## src/rtl/vxfer_pkg.sv

```systemverilog
package vxfer_pkg;

    localparam int ADDR_W    = 16;
    localparam int DATA_W    = 8;
    localparam int BLK_SHIFT = 4;
    localparam int LEN_W     = 7;
    localparam int CNT_W     = LEN_W + BLK_SHIFT + 1;
    localparam int VOFS_W    = 13;
    localparam int NUM_AREGS = 4;

    localparam logic [ADDR_W-VOFS_W-1:0] VRAM_BASE = 3'b100;

    typedef enum logic [2:0] {
        SEL_SRC_HI = 3'd0,
        SEL_SRC_LO = 3'd1,
        SEL_DST_HI = 3'd2,
        SEL_DST_LO = 3'd3,
        SEL_CTRL   = 3'd4
    } reg_sel_e;

    typedef enum logic [1:0] {
        ST_IDLE  = 2'd0,
        ST_FETCH = 2'd1,
        ST_STORE = 2'd2
    } xfer_state_e;

    typedef struct packed {
        logic [ADDR_W-1:0] src;
        logic [VOFS_W-1:0] dst;
    } xfer_ptr_t;

    function automatic logic [ADDR_W-1:0] align_src(input logic [DATA_W-1:0] hi,
                                                    input logic [DATA_W-1:0] lo);
        logic [ADDR_W-1:0] a;
        a = {hi, lo};
        a[BLK_SHIFT-1:0] = '0;
        return a;
    endfunction

    function automatic logic [VOFS_W-1:0] dst_offset(input logic [DATA_W-1:0] hi,
                                                     input logic [DATA_W-1:0] lo);
        logic [ADDR_W-1:0] a;
        a = {hi, lo};
        a[BLK_SHIFT-1:0] = '0;
        return a[VOFS_W-1:0];
    endfunction

    function automatic logic src_in_vram(input logic [ADDR_W-1:0] a);
        return a[ADDR_W-1:VOFS_W] == VRAM_BASE;
    endfunction

endpackage

```

## src/rtl/vxfer_regs.sv

```systemverilog
module vxfer_regs
    import vxfer_pkg::*;
(
    input  logic              clk,
    input  logic              rst,
    input  logic              wr_en,
    input  logic [2:0]        wr_sel,
    input  logic [DATA_W-1:0] wr_data,
    input  logic              wb_en,
    input  logic [ADDR_W-1:0] wb_src,
    input  logic [ADDR_W-1:0] wb_dst,
    input  logic [2:0]        rd_sel,
    input  logic [DATA_W-1:0] ctrl_rdata,
    output logic [DATA_W-1:0] rdata,
    output logic [ADDR_W-1:0] src_cfg,
    output logic [VOFS_W-1:0] dst_cfg
);

    logic [DATA_W-1:0] areg_q [NUM_AREGS];
    logic [DATA_W-1:0] areg_d [NUM_AREGS];

    always_comb begin
        for (int i = 0; i < NUM_AREGS; i++) begin
            areg_d[i] = areg_q[i];
        end
        if (wb_en) begin
            areg_d[SEL_SRC_HI] = wb_src[ADDR_W-1:DATA_W];
            areg_d[SEL_SRC_LO] = wb_src[DATA_W-1:0];
            areg_d[SEL_DST_HI] = wb_dst[ADDR_W-1:DATA_W];
            areg_d[SEL_DST_LO] = wb_dst[DATA_W-1:0];
        end else if (wr_en && (wr_sel < 3'(NUM_AREGS))) begin
            areg_d[wr_sel[1:0]] = wr_data;
        end
    end

    generate
        for (genvar g = 0; g < NUM_AREGS; g++) begin : g_areg
            always_ff @(posedge clk) begin
                if (rst) begin
                    areg_q[g] <= '0;
                end else begin
                    areg_q[g] <= areg_d[g];
                end
            end
        end
    endgenerate

    assign src_cfg = align_src(areg_q[SEL_SRC_HI], areg_q[SEL_SRC_LO]);
    assign dst_cfg = dst_offset(areg_q[SEL_DST_HI], areg_q[SEL_DST_LO]);

    always_comb begin
        if (rd_sel < 3'(NUM_AREGS)) begin
            rdata = areg_q[rd_sel[1:0]];
        end else if (rd_sel == SEL_CTRL) begin
            rdata = ctrl_rdata;
        end else begin
            rdata = '1;
        end
    end

endmodule

```

## src/rtl/vxfer_engine.sv

```systemverilog
module vxfer_engine
    import vxfer_pkg::*;
(
    input  logic              clk,
    input  logic              rst,
    input  logic              ctrl_wr,
    input  logic [DATA_W-1:0] ctrl_data,
    input  logic [ADDR_W-1:0] src_cfg,
    input  logic [VOFS_W-1:0] dst_cfg,
    input  logic [1:0]        vid_mode,
    input  logic              hblank_start,
    input  logic [DATA_W-1:0] mem_rd_data,
    output logic              mem_rd_en,
    output logic [ADDR_W-1:0] mem_rd_addr,
    output logic              vram_we,
    output logic [ADDR_W-1:0] vram_addr,
    output logic [DATA_W-1:0] vram_wdata,
    output logic              busy,
    output logic              src_err,
    output logic              wb_en,
    output logic [ADDR_W-1:0] wb_src,
    output logic [ADDR_W-1:0] wb_dst,
    output logic [DATA_W-1:0] ctrl_rdata
);

    xfer_state_e       state_q;
    xfer_ptr_t         ptr_q;
    logic [CNT_W-1:0]  left_q;
    logic              armed_q;
    logic [DATA_W-1:0] len_q;
    logic              err_q;

    logic              src_bad;
    logic              want_gap;
    logic              in_gap;
    logic              cfg_go;
    logic              gap_go;
    logic              last_byte;
    logic [LEN_W:0]    cfg_blocks;
    logic [CNT_W-1:0]  cfg_bytes;
    logic [CNT_W-1:0]  blk_bytes;

    always_comb begin
        src_bad    = src_in_vram(src_cfg);
        want_gap   = ctrl_data[DATA_W-1];
        in_gap     = (vid_mode == 2'd0);
        cfg_blocks = want_gap ? (LEN_W+1)'(1) : ({1'b0, ctrl_data[LEN_W-1:0]} + (LEN_W+1)'(1));
        cfg_bytes  = CNT_W'(cfg_blocks) << BLK_SHIFT;
        blk_bytes  = CNT_W'(1) << BLK_SHIFT;
        cfg_go     = ctrl_wr && !src_bad && (want_gap ? in_gap : (!armed_q || in_gap));
        gap_go     = (state_q == ST_IDLE) && armed_q && hblank_start && !ctrl_wr;
        last_byte  = (state_q == ST_STORE) && (left_q == CNT_W'(1));
    end

    always_ff @(posedge clk) begin
        if (rst) begin
            state_q <= ST_IDLE;
            ptr_q   <= '0;
            left_q  <= '0;
            armed_q <= 1'b0;
            len_q   <= '1;
            err_q   <= 1'b0;
        end else begin
            unique case (state_q)
                ST_IDLE: begin
                    if (ctrl_wr) begin
                        if (src_bad) begin
                            err_q <= 1'b1;
                        end else begin
                            err_q     <= 1'b0;
                            ptr_q.src <= src_cfg;
                            ptr_q.dst <= dst_cfg;
                            if (want_gap) begin
                                armed_q <= 1'b1;
                                len_q   <= {1'b0, ctrl_data[LEN_W-1:0]};
                            end else if (!armed_q || in_gap) begin
                                armed_q <= 1'b0;
                                len_q   <= {1'b0, ctrl_data[LEN_W-1:0]};
                            end else begin
                                armed_q <= 1'b0;
                                len_q   <= {1'b1, ctrl_data[LEN_W-1:0]};
                            end
                            if (cfg_go) begin
                                state_q <= ST_FETCH;
                                left_q  <= cfg_bytes;
                            end
                        end
                    end else if (gap_go) begin
                        state_q <= ST_FETCH;
                        left_q  <= blk_bytes;
                    end
                end
                ST_FETCH: begin
                    state_q <= ST_STORE;
                end
                ST_STORE: begin
                    ptr_q.src <= ptr_q.src + ADDR_W'(1);
                    ptr_q.dst <= ptr_q.dst + VOFS_W'(1);
                    left_q    <= left_q - CNT_W'(1);
                    if (last_byte) begin
                        state_q <= ST_IDLE;
                        if (armed_q) begin
                            len_q <= len_q - DATA_W'(1);
                            if (len_q == '0) begin
                                armed_q <= 1'b0;
                            end
                        end else begin
                            len_q <= '1;
                        end
                    end else begin
                        state_q <= ST_FETCH;
                    end
                end
                default: state_q <= ST_IDLE;
            endcase
        end
    end

    assign mem_rd_en   = (state_q == ST_FETCH);
    assign mem_rd_addr = ptr_q.src;
    assign vram_we     = (state_q == ST_STORE);
    assign vram_addr   = {VRAM_BASE, ptr_q.dst};
    assign vram_wdata  = mem_rd_data;
    assign busy        = (state_q != ST_IDLE);
    assign src_err     = err_q;
    assign wb_en       = last_byte;
    assign wb_src      = ptr_q.src + ADDR_W'(1);
    assign wb_dst      = {VRAM_BASE, ptr_q.dst + VOFS_W'(1)};
    assign ctrl_rdata  = armed_q ? {1'b0, len_q[LEN_W-1:0]} : len_q;

    // a write strobe is always preceded by a read strobe
    a_r5_store_after_fetch: assert property (@(posedge clk) disable iff (rst)
        vram_we |-> $past(mem_rd_en));

    // the two strobes never overlap
    a_r5_one_strobe: assert property (@(posedge clk) disable iff (rst)
        !(mem_rd_en && vram_we));

    // every burst begins on a 16-byte aligned source
    a_r2_aligned_start: assert property (@(posedge clk) disable iff (rst)
        $rose(busy) |-> (mem_rd_addr[BLK_SHIFT-1:0] == '0));

    // a refused source never starts a burst
    a_r2_bad_src_no_start: assert property (@(posedge clk) disable iff (rst)
        (ctrl_wr && src_bad && state_q == ST_IDLE) |=> !busy);

    // consecutive video RAM writes step by one inside the window
    a_r3_dst_step: assert property (@(posedge clk) disable iff (rst)
        (vram_we && $past(vram_we, 2) && $past(busy)) |->
        (vram_addr[VOFS_W-1:0] == $past(vram_addr[VOFS_W-1:0], 2) + VOFS_W'(1)));

    // a finished general-purpose copy reports 0xFF
    a_r8_gp_done_len: assert property (@(posedge clk) disable iff (rst)
        ($fell(busy) && !$past(armed_q)) |-> (ctrl_rdata == 8'hFF));

endmodule

```

## src/rtl/vram_xfer_ctrl.sv

```systemverilog
module vram_xfer_ctrl
    import vxfer_pkg::*;
(
    input  logic        clk,
    input  logic        rst,
    input  logic        reg_we,
    input  logic [2:0]  reg_addr,
    input  logic [7:0]  reg_wdata,
    output logic [7:0]  reg_rdata,
    input  logic [1:0]  vid_mode,
    input  logic        hblank_start,
    output logic        mem_rd_en,
    output logic [15:0] mem_rd_addr,
    input  logic [7:0]  mem_rd_data,
    output logic        vram_we,
    output logic [15:0] vram_addr,
    output logic [7:0]  vram_wdata,
    output logic        cpu_stall,
    output logic        src_err
);

    logic              busy;
    logic              acc_we;
    logic              ctrl_wr;
    logic              wb_en;
    logic [ADDR_W-1:0] wb_src;
    logic [ADDR_W-1:0] wb_dst;
    logic [ADDR_W-1:0] src_cfg;
    logic [VOFS_W-1:0] dst_cfg;
    logic [DATA_W-1:0] ctrl_rdata;

    assign acc_we  = reg_we && !busy;
    assign ctrl_wr = acc_we && (reg_addr == SEL_CTRL);

    vxfer_regs u_regs (
        .clk        (clk),
        .rst        (rst),
        .wr_en      (acc_we),
        .wr_sel     (reg_addr),
        .wr_data    (reg_wdata),
        .wb_en      (wb_en),
        .wb_src     (wb_src),
        .wb_dst     (wb_dst),
        .rd_sel     (reg_addr),
        .ctrl_rdata (ctrl_rdata),
        .rdata      (reg_rdata),
        .src_cfg    (src_cfg),
        .dst_cfg    (dst_cfg)
    );

    vxfer_engine u_engine (
        .clk          (clk),
        .rst          (rst),
        .ctrl_wr      (ctrl_wr),
        .ctrl_data    (reg_wdata),
        .src_cfg      (src_cfg),
        .dst_cfg      (dst_cfg),
        .vid_mode     (vid_mode),
        .hblank_start (hblank_start),
        .mem_rd_data  (mem_rd_data),
        .mem_rd_en    (mem_rd_en),
        .mem_rd_addr  (mem_rd_addr),
        .vram_we      (vram_we),
        .vram_addr    (vram_addr),
        .vram_wdata   (vram_wdata),
        .busy         (busy),
        .src_err      (src_err),
        .wb_en        (wb_en),
        .wb_src       (wb_src),
        .wb_dst       (wb_dst),
        .ctrl_rdata   (ctrl_rdata)
    );

    assign cpu_stall = busy;

    // a write while busy must not disturb the running burst
    a_r9_busy_write_ignored: assert property (@(posedge clk) disable iff (rst)
        (reg_we && busy && !wb_en) |=> busy);

endmodule

```

## config.mk

```make
export PLATFORM = sky130hd
export DESIGN_NAME = vram_xfer_ctrl
export DESIGN_NICKNAME = d
export VERILOG_FILES = /design/src/rtl/vxfer_pkg.sv /design/src/rtl/vxfer_regs.sv /design/src/rtl/vxfer_engine.sv /design/src/rtl/vram_xfer_ctrl.sv
export SDC_FILE = /design/constraint.sdc
export NUM_CORES = 1
export LEC_CHECK = 0
export ABC_AREA = 1
export BUFFER_PORTS_ARGS = -buffer_cell sky130_fd_sc_hd__buf_2
export CAP_MARGIN = 15
export CORE_MARGIN = 2
export CORE_UTILIZATION = 55
export CTS_CLUSTER_DIAMETER = 200
export CTS_CLUSTER_SIZE = 24
export DETAILED_ROUTE_END_ITERATION = 12
export HOLD_SLACK_MARGIN = 0.02
export PLACE_DENSITY = 0.77
export SLEW_MARGIN = 20
export SYNTH_ARGS = -nofsm -noshare
export SYNTH_HDL_FRONTEND = slang
export SYNTH_SLANG_ARGS = --single-unit
```

## constraint.sdc

```tcl
create_clock -name clk -period 2.95 [get_ports clk]
set_clock_uncertainty 0.15 [all_clocks]
set_input_delay 0.295 -clock clk [delete_from_list [all_inputs] [get_ports clk]]
set_output_delay 0.295 -clock clk [all_outputs]
set_load 0.03 [all_outputs]
```

==> flow_summary.json, run 1 <==
{
  "outcome": "completed",
  "pwr-share-clk_pct": 31.5,
  "drtPass1Iterations": 5,
  "fin_total_pwr_uw": 2834,
  "end_kind": "register",
  "syn-cell-area_um2": 5574,
  "initial_core_util_pct": 56.77,
  "row_count": 36,
  "switching_power_uw": 1023,
  "netlist.area_leader.share_pct": 30.53,
  "clock_latency_ns": 0.39,
  "r2r_end": "u_regs.areg_q[3][6]$_SDFFE_PP0P_",
  "cts_resized": 0,
  "hold_class": "input pin to register",
  "drt-initial-drc-count": 516,
  "netlist_instances": 903,
  "fin_tns_setup_ns": 0,
  "fin_crit_ns": 2.450,
  "wl_per_cell_um": 15.39,
  "dpl.hpwl_um": 12180,
  "cp_num_buf_inv": 2,
  "internal-power_uw": 1811,
  "grt_pass1_wl_um": 26680,
  "post_cts_buffers": 0,
  "hold_buffers": 0,
  "grt_max_degree": 33,
  "drtAntennaViolNets": 0,
  "critPathMaxStageDelay_ns": 0.58,
  "cts.sinks": 85,
  "grt_pass1_vias": 5319,
  "yosysUniqueCellTypes": 41,
  "worstHoldStart": "reg_wdata[6]",
  "dp_slack_ns": 0.6289,
  "yosysWarnings": 0,
  "p_sw_share_pct": 36.10,
  "setup_ws_ns": 0.5005,
  "hold_viol": 0,
  "critPathRequiredTime_ns": 3.12,
  "vias": 5979,
  "crit_type": "register to register",
  "crit_fanout": 26,
  "syn_area_per_cell_um2": 6.173,
  "antenna_found_initial": 0,
  "final_cell_mix": "255 x nand2_1, 109 x nor2_1, 95 x nand3_1",
  "rrSetupSlack_ns": 0.50,
  "hold_end": "u_regs.areg_q[2][6]$_SDFFE_PP0P_",
  "cp.arrival_ns": 2.62,
  "multi_input_area_um2": 3253,
  "fin_crit_sh_pct": 83.03,
  "slew-limit-headroom_pct": 52.75,
  "peakVddDrop_uv": 254.8,
  "n_antenna_cell": 0,
  "maxCapViolCount": 0,
  "combPwrFrac_pct": 22.9,
  "drive_gt1_share_pct": 12.03,
  "cts_tree": "built",
  "synth.largest_area_cell": "dfxtp_1",
  "vias_per_cell": 5.577,
  "r2r_start": "u_engine.state_q[1]$_SDFFE_PP0P_",
  "hold_depth": 3,
  "cp_top_family": "simple AND/OR/NAND/NOR gates",
  "max_freq_mhz": 408.2,
  "areaGrowthSynthToFinish_pct": 7.879,
  "design.core.area_um2": 9819,
  "layout.cells.most_common": "nand2_1",
  "rsz0062_at_grt": "no",
  "grt_use_total_pct": 30.52,
  "path_cells": "inv_2, nor2_4, nand3_2, nor2_2, inv_1, o21ai_0",
  "place_congestion": 0.9588,
  "clock_tree.buffer_depth": 2,
  "port_buffers": 57,
  "ff2ff_path_depth": 6,
  "cts-root-buf": "clkbuf_8",
  "seqCellArea_um2": 1702,
  "die_h_um": 104.7,
  "p_seq_share_pct": 45.6,
  "cpMaxStageDelayCell": "nand3_2",
  "cts_made_buffers": 9,
  "layout.nets": 966,
  "p_per_area_nw_per_um2": 471.3,
  "tightest_slew_ns": 0.7078,
  "p_leak_uw": 0.002802,
  "die_area_um2": 10960,
  "drv_slew": 0,
  "crit_cells": 6,
  "synth-seq-cells": 85,
  "setup_viol_count_final": 0,
  "synthTopCellsByArea": "dfxtp_1 31%, nand2_1 17%, nand3_1 8.5%",
  "ys_seq_area_share_pct": 30.53,
  "wirelength_um": 16500,
  "dieWidth_um": 104.7,
  "nFillCells": 1022,
  "gr-total-overflow": 0,
  "drc_errors": 0,
  "io_pins": 77,
  "htree_levels": 3,
  "path_clk_slew_ns": 0.10,
  "start_kind": "register"
}
[power by group through the flow]
stage,Clock [µW],Combinational (µW),Sequential (µW)
floorplan,0,473,1340
global placement,0,636,1320
detailed placement,0,641,1320
CTS,899,644,1290
global route,948,723,1300
finish,893,650,1290
[sequential cells by signal, summed over array words and instances (netlist names)]
register and flops:
u_engine.len_q 8, u_engine.left_q 12, u_engine.state_q 2, u_engine.armed_q 1, u_engine.src_err 1, u_engine.vram_addr 13, u_engine.mem_rd_addr 16, u_regs.areg_q 32
[tightest hold or removal path: stages]
cell     delay (ns)
buf_2          0.15
nand2_1        0.08
a21oi_1        0.05
[metrics by stage]
stage	std cells	util, %	hold slack (ns)	cell area (µm²)
after floorplan	904	-	0.2882	5578
after global placement	1056	59.15	0.3056	5808
after detailed placement	1056	59.15	0.3072	5808
after CTS	1072	61.24	0.08089	6013
after global routing	1072	61.24	0.08897	6013
final	1072	61.24	0.09044	6013
[logic make-up after synthesis]
logic type / after synthesis / share of synthesized area (%)
other: 2 / 0.1347
buffers and inverters: 140 / 11.18
and+or+nand+nor: 509 / 40.22
xor gates and xnor gates: 12 / 1.886
adders and majority gates: 7 / 1.571
AOI/OAI and AO/OA: 148 / 14.48
DFF: 85 / 30.53
[layout make-up]
class                           count  share of cell area (%)
Clock inverter                      7                   1.352
Sequential cell                    85                   28.30
Clock buffer                        9                   2.060
Multi-Input combinational cell    679                   54.10
Inverter                           97                   6.055
Timing Repair Buffer               62                   5.368
Tap cell                          133                   2.767
[worst max path at each step]
stage / start / end / slack (ns)
6_report: u_engine.state_q[1]$_SDFFE_PP0P_ / u_regs.areg_q[3][6]$_SDFFE_PP0P_ / 0.50
5_1_grt: u_engine.state_q[1]$_SDFFE_PP0P_ / u_regs.areg_q[3][0]$_SDFFE_PP0P_ / 0.26
3_5_place_dp: u_engine.state_q[1]$_SDFFE_PP0P_ / u_engine.len_q[5]$_SDFFE_PP1P_ / 0.63
4_1_cts: u_engine.state_q[1]$_SDFFE_PP0P_ / u_engine.len_q[5]$_SDFFE_PP1P_ / 0.58
3_3_place_gp: u_engine.state_q[1]$_SDFFE_PP0P_ / u_engine.len_q[3]$_SDFFE_PP1P_ / 0.65
2_1_floorplan: u_engine.mem_rd_addr[0]$_SDFFE_PP0P_ / u_regs.areg_q[0][2]$_SDFFE_PP0P_ / 1.09
[per-layer routing]
metal	part of all wire, %	track usage, %
met1	44	41.68
met4	2.6	11.05
met5	0	0
met3	8.5	6.862
met2	45	47.29
[synthesized netlist by cell type, drive strengths merged]
cell,instances
o21ai,59
a41oi,3
nor3,5
buf,29
xor2,9
or2,6
a21oi,65
o21bai,3
dfxtp,85
clkbuf,14
nand3b,3
o22ai,1
a32oi,1
clkinv,1
or3,1
xnor2,3
a31oi,4
nor2,121
a21o,1
inv,96
o211ai,7
a22oi,4
ha,7
nand3,99
nand2,262
nand4,12
conb,2
No activity file was read; power rests on OpenSTA's default activity.
==> run 2: changes to the inputs <==
==> constraint.sdc (replaced) <==
create_clock -name clk -period 2.3 [get_ports clk]
set_clock_uncertainty 0.15 [all_clocks]
set_input_delay 0.23 -clock clk [delete_from_list [all_inputs] [get_ports clk]]
set_output_delay 0.23 -clock clk [all_outputs]
set_load 0.03 [all_outputs]
==> run 2 against run 1 <==
Effect of this change: first-iteration DRC count grew 8.5%; cell count grew 0.47%; register-to-register slack lost 0.24 ns; combinational power grew 30%; via count grew 0.67%; worst hold slack lost 0.039 ns; non-clock buffer count grew 5; critical endpoint is now u_engine.mem_rd_addr[8]$_SDFFE_PP0P_; clock power grew 28%; largest power group unchanged.
==> flow_summary.json, run 2 (synthesis results as in run 1) <==
{
  "hold_class": "input pin to register",
  "ff2ff_path_depth": 9,
  "post_cts_buffers": 0,
  "placed_cell_area_um2": 5838,
  "instances_no_fill": 1077,
  "max_freq_mhz": 489.6,
  "p_leak_uw": 0.002831,
  "htree_levels": 3,
  "initial_core_util_pct": 56.77,
  "drive_gt1_share_pct": 12.39,
  "design.core.area_um2": 9819,
  "p_seq_share_pct": 45.5,
  "crit_type": "register to register",
  "r2r_end": "u_engine.mem_rd_addr[8]$_SDFFE_PP0P_",
  "cp.arrival_ns": 2.20,
  "gr-total-overflow": 0,
  "grt_pass1_vias": 5566,
  "maxCapViolCount": 0,
  "layout.cells.most_common": "nand2_1",
  "final_cell_mix": "255 x nand2_1, 109 x nor2_1, 95 x nand3_1",
  "layout.nets": 971,
  "setup_viol_count_final": 0,
  "outcome": "completed",
  "largest_reg_flops": 32,
  "cts_tree": "built",
  "wirelength_um": 16820,
  "cts_made_buffers": 9,
  "rsz0062_at_grt": "no",
  "cts-root-buf": "clkbuf_8",
  "wl_per_cell_um": 15.62,
  "final_area_um2": 6046,
  "io_pins": 77,
  "cp-startpoint": "u_engine.mem_rd_addr[0]$_SDFFE_PP0P_",
  "nFillCells": 1027,
  "die_area_um2": 10960,
  "slew-limit-headroom_pct": 65.69,
  "drv_slew": 0,
  "clock_tree.buffer_depth": 2,
  "clock_latency_ns": 0.38,
  "die_h_um": 104.7,
  "start_kind": "register",
  "critPathCapture": "u_engine.mem_rd_addr[8]$_SDFFE_PP0P_",
  "cts_resized": 0,
  "fin_tns_setup_ns": 0,
  "port_buffers": 57,
  "n_antenna_cell": 0,
  "crit_fanout": 6,
  "areaGrowthSynthToFinish_pct": 8.462,
  "rrSetupSlack_ns": 0.26,
  "vias": 6019,
  "row_count": 36,
  "end_kind": "register",
  "fin_crit_ns": 2.042,
  "drt-initial-drc-count": 560,
  "grt_use_total_pct": 31.19,
  "grt_max_degree": 33,
  "critPathRequiredTime_ns": 2.46,
  "place_congestion": 0.9732,
  "hold_viol": 0,
  "r2r_start": "u_engine.mem_rd_addr[0]$_SDFFE_PP0P_",
  "path_clk_slew_ns": 0.11,
  "grt_pass1_wl_um": 27570,
  "internal-power_uw": 2322,
  "tightest_slew_ns": 0.5141,
  "vias_per_cell": 5.589,
  "hold_buffers": 1,
  "p_sw_share_pct": 36.11,
  "combPwrFrac_pct": 23.2,
  "switching_power_uw": 1312,
  "antenna_found_initial": 0,
  "dpl.hpwl_um": 12360,
  "pwr-share-clk_pct": 31.3,
  "drtPass1Iterations": 5,
  "drc_errors": 0,
  "p_per_area_nw_per_um2": 601.0,
  "drtAntennaViolNets": 0,
  "cts.sinks": 85,
  "largest-register": "u_regs.areg_q",
  "dp_cells": 1060,
  "holdWs_ns": 0.05159,
  "peakVddDrop_uv": 328.9,
  "dieWidth_um": 104.7,
  "fin_crit_sh_pct": 88.80
}
==> run 2: worst max-delay path: stages, from the launching register on <==
cell     delay (ns)
dfxtp_1        0.46
ha_1           0.27
nand2_1        0.12
nor2_1         0.31
nand2_1        0.12
nand2_1        0.07
nand2_1        0.10
nand2_1        0.08
o21ai_0        0.13
a21oi_1        0.16
==> run 2: per-stage QoR <==
step                      setup WS (ns)  utilization, %  total power (µW)
after CTS                        0.2790           61.57              3619
after detailed placement         0.3095           59.45              2516
final                            0.2576           61.57              3634
after floorplan                  0.4413               -              2327
after global routing            0.09211           61.57              3815
after global placement           0.3209           59.45              2511
==> run 2: routing by layer <==
layer / GRT usage, % / vias up / part of all wire [%]
met2: 47.57 / 298 / 44
met4: 14.19 / 0 / 3.0
li1: - / 2975 / -
met3: 5.614 / 40 / 9.2
met5: 0 / - / 0
met1: 42.93 / 2706 / 44
==> run 2: power groups by stage <==
stage	Clock, µW	Sequential [µW]	Combinational, µW
CTS	1130	1650	836
floorplan	0	1720	607
detailed placement	0	1690	830
finish	1140	1650	845
global placement	0	1690	825
global route	1200	1670	946
==> run 2: layout make-up <==
| type | count | area [µm²] | share of cell area (%) |
|---|---|---|---|
| Sequential cell | 85 | 1702 | 28.15 |
| Tap cell | 133 | 166.4 | 2.752 |
| Clock buffer | 9 | 123.9 | 2.049 |
| Clock inverter | 7 | 73.82 | 1.221 |
| Inverter | 97 | 364.1 | 6.022 |
| Timing Repair Buffer | 67 | 362.8 | 6.002 |
| Multi-Input combinational cell | 679 | 3253 | 53.81 |
==> run 2: how the worst min path moves through the flow <==
stage | startpoint | end | slack (ns) | cells past startpoint
floorplan | reg_wdata[6] | u_regs.areg_q[2][6]$_SDFFE_PP0P_ | 0.22 | 2
global placement | u_regs.areg_q[2][5]$_SDFFE_PP0P_ | u_regs.areg_q[2][5]$_SDFFE_PP0P_ | 0.31 | 2
detailed placement | mem_rd_data[2] | vram_wdata[2] | 0.31 | 0
CTS | reg_wdata[5] | u_regs.areg_q[2][5]$_SDFFE_PP0P_ | 0.04 | 3
global route | reg_wdata[5] | u_regs.areg_q[2][5]$_SDFFE_PP0P_ | 0.07 | 3
finish | reg_wdata[5] | u_regs.areg_q[2][5]$_SDFFE_PP0P_ | 0.05 | 3
==> run 3: changes to the inputs <==
--- a/config.mk
+++ b/config.mk
@@ -15,6 +15,7 @@
 export DETAILED_ROUTE_END_ITERATION = 12
 export HOLD_SLACK_MARGIN = 0.02
 export PLACE_DENSITY = 0.77
+export RECOVER_POWER = 100
 export SLEW_MARGIN = 20
 export SYNTH_ARGS = -nofsm -noshare
 export SYNTH_HDL_FRONTEND = slang
==> run 3 against run 2 <==
Effect of this change: cell count stayed put; maximum frequency shrank 5.8%; largest cell class unchanged; clock power about the same; sequential power about the same; sequential share of layout area grew 0.35 points; core utilization decreased by 0.75 points; critical path type is now register to output pin; die area unchanged; via count increased by 0.32%; worst hold slack about the same; routed wire length increased by 0.55%; first-iteration DRC count grew 2.5%; highest routed layer unchanged; largest power group unchanged.
==> flow_summary.json, run 3 (synthesis results as in run 1) <==
{
  "port_buffers": 57,
  "post_cts_buffers": 0,
  "use_met1_pct": 42.93,
  "wirelength_um": 16910,
  "tightest_slew_ns": 0.7377,
  "drive_gt1_share_pct": 7.627,
  "end_kind": "output pin",
  "grt_use_total_pct": 31.19,
  "cts.sinks": 85,
  "areaGrowthSynthToFinish_pct": 7.138,
  "holdWs_ns": 0.05193,
  "dpl.hpwl_um": 12360,
  "cts-root-buf": "clkbuf_8",
  "drc_errors": 0,
  "grt_use_met2_pct": 47.57,
  "grt_pass1_vias": 5566,
  "wl_per_cell_um": 15.70,
  "drt-initial-drc-count": 574,
  "grt_pass1_wl_um": 27570,
  "io_pins": 77,
  "max_freq_mhz": 461.0,
  "start_kind": "register",
  "htree_levels": 3,
  "instances_no_fill": 1077,
  "row_count": 36,
  "drv_slew": 0,
  "cpMaxStageDelayCell": "dfxtp_1",
  "gr-max-usage-layer": "met2",
  "die_h_um": 104.7,
  "largest-register": "u_regs.areg_q",
  "grt_max_degree": 33,
  "peakVddDrop_uv": 326.4,
  "final_cell_mix": "257 x nand2_1, 110 x nor2_1, 95 x nand3_1",
  "die_area_um2": 10960,
  "layout.cells.most_common": "nand2_1",
  "cts_tree": "built",
  "slew-limit-headroom_pct": 50.82,
  "critPathMaxStageDelay_ns": 0.47,
  "fin_tns_setup_ns": 0,
  "dieWidth_um": 104.7,
  "nFillCells": 1050,
  "place_congestion": 0.9732,
  "setup_viol_count_final": 0,
  "design.core.area_um2": 9819,
  "fin_crit_ns": 2.169,
  "vias_per_cell": 5.606,
  "crit_type": "register to output pin",
  "drtAntennaViolNets": 0,
  "initial_core_util_pct": 56.77,
  "multi_input_area_um2": 3234,
  "cp_num_buf_inv": 3,
  "p_leak_uw": 0.002674,
  "cp.arrival_ns": 1.79,
  "rrSetupSlack_ns": 0.18,
  "hold_class": "input pin to register",
  "hold_viol": 0,
  "n_antenna_cell": 0,
  "fin_crit_sh_pct": 94.31,
  "antenna_found_initial": 0,
  "drtPass1Iterations": 5,
  "gr-total-overflow": 0,
  "dp_cells": 1060,
  "maxCapViolCount": 0,
  "critPathRequiredTime_ns": 1.92,
  "path_clk_slew_ns": 0.11,
  "clock_latency_ns": 0.38,
  "vias": 6038,
  "layout.nets": 971,
  "p_per_area_nw_per_um2": 606.8,
  "cp_top_family": "buffers and inverters",
  "largest_reg_flops": 32,
  "seqCellArea_um2": 1702,
  "crit_fanout": 16,
  "outcome": "completed",
  "rsz0062_at_grt": "no",
  "gr-usage-met3_pct": 5.614,
  "cts_made_buffers": 9,
  "path_cells": "inv_1, nor2_4, clkbuf_2, buf_2",
  "clock_tree.buffer_depth": 2
}
run 3: changes by cell type in the layout (fill, tap and decap cells not counted), moves of 2 or more:
| cell | before | now |
|---|---|---|
| nand2_2 | 3 | 1 |
| inv_1 | 91 | 94 |
| o21ai_0 | 55 | 57 |
| clkbuf_1 | 0 | 38 |
| buf_4 | 9 | 6 |
| nand2_1 | 255 | 257 |
| buf_2 | 57 | 19 |
| inv_2 | 5 | 2 |
| clkbuf_2 | 0 | 3 |
run 3: final cells by class:
cell class	instances	share of cell area, %
clock buffers	9	2.074
clock inverters	7	1.236
inverters	97	6.097
multi-input cells	679	54.16
flip-flops and latches	85	28.49
well taps	133	2.787
repair buffers	67	5.154
run 3: repair_timing:
| action | CTS | global route |
|---|---|---|
| endpoints found under the hold margin | 1 | 0 |
| endpoints found under the setup margin | 0 | 0 |
| hold buffers | 1 | 0 |
| resized for setup | 0 | 0 |
run 3: path summary, 6_finish.rpt:
check / endpoint / cells past startpoint / from
worst max-delay path: vram_we / 4 / u_engine.state_q[1]$_SDFFE_PP0P_
worst min-delay path: u_regs.areg_q[2][5]$_SDFFE_PP0P_ / 3 / reg_wdata[5]
worst max register to register: u_engine.vram_addr[8]$_SDFFE_PP0P_ / 6 / u_engine.state_q[1]$_SDFFE_PP0P_
worst min register to register: u_regs.areg_q[2][6]$_SDFFE_PP0P_ / 2 / u_regs.areg_q[2][6]$_SDFFE_PP0P_
run 3: report_power, final:
| part | switching, µW | internal (µW) | total (µW) |
|---|---|---|---|
| Clock | 634 | 509 | 1140 |
| Sequential | 98.1 | 1560 | 1650 |
| Combinational | 585 | 242 | 827 |
run 3: tightest hold or removal path: stages:
cell and delay (ns):
buf_2 0.18, nand2_1 0.09, a21oi_1 0.05
run 3: metrics by stage:
step	total power, µW	utilization (%)	instance area, µm²	worst slack (ns)
finish	3624	60.82	5972	0.1309
global route	3796	60.82	5972	0.04838
CTS	3619	61.57	6046	0.2790
detailed placement	2516	59.45	5838	0.3095
global placement	2511	59.45	5838	0.3209
floorplan	2327	-	5578	0.4413
run 3: metal layers:
layer / part of all wire (%) / wire length, µm
met3: 8.2 / 1390
met2: 44 / 7400
met1: 45 / 7597
met5: 0 / 0
met4: 3.1 / 522
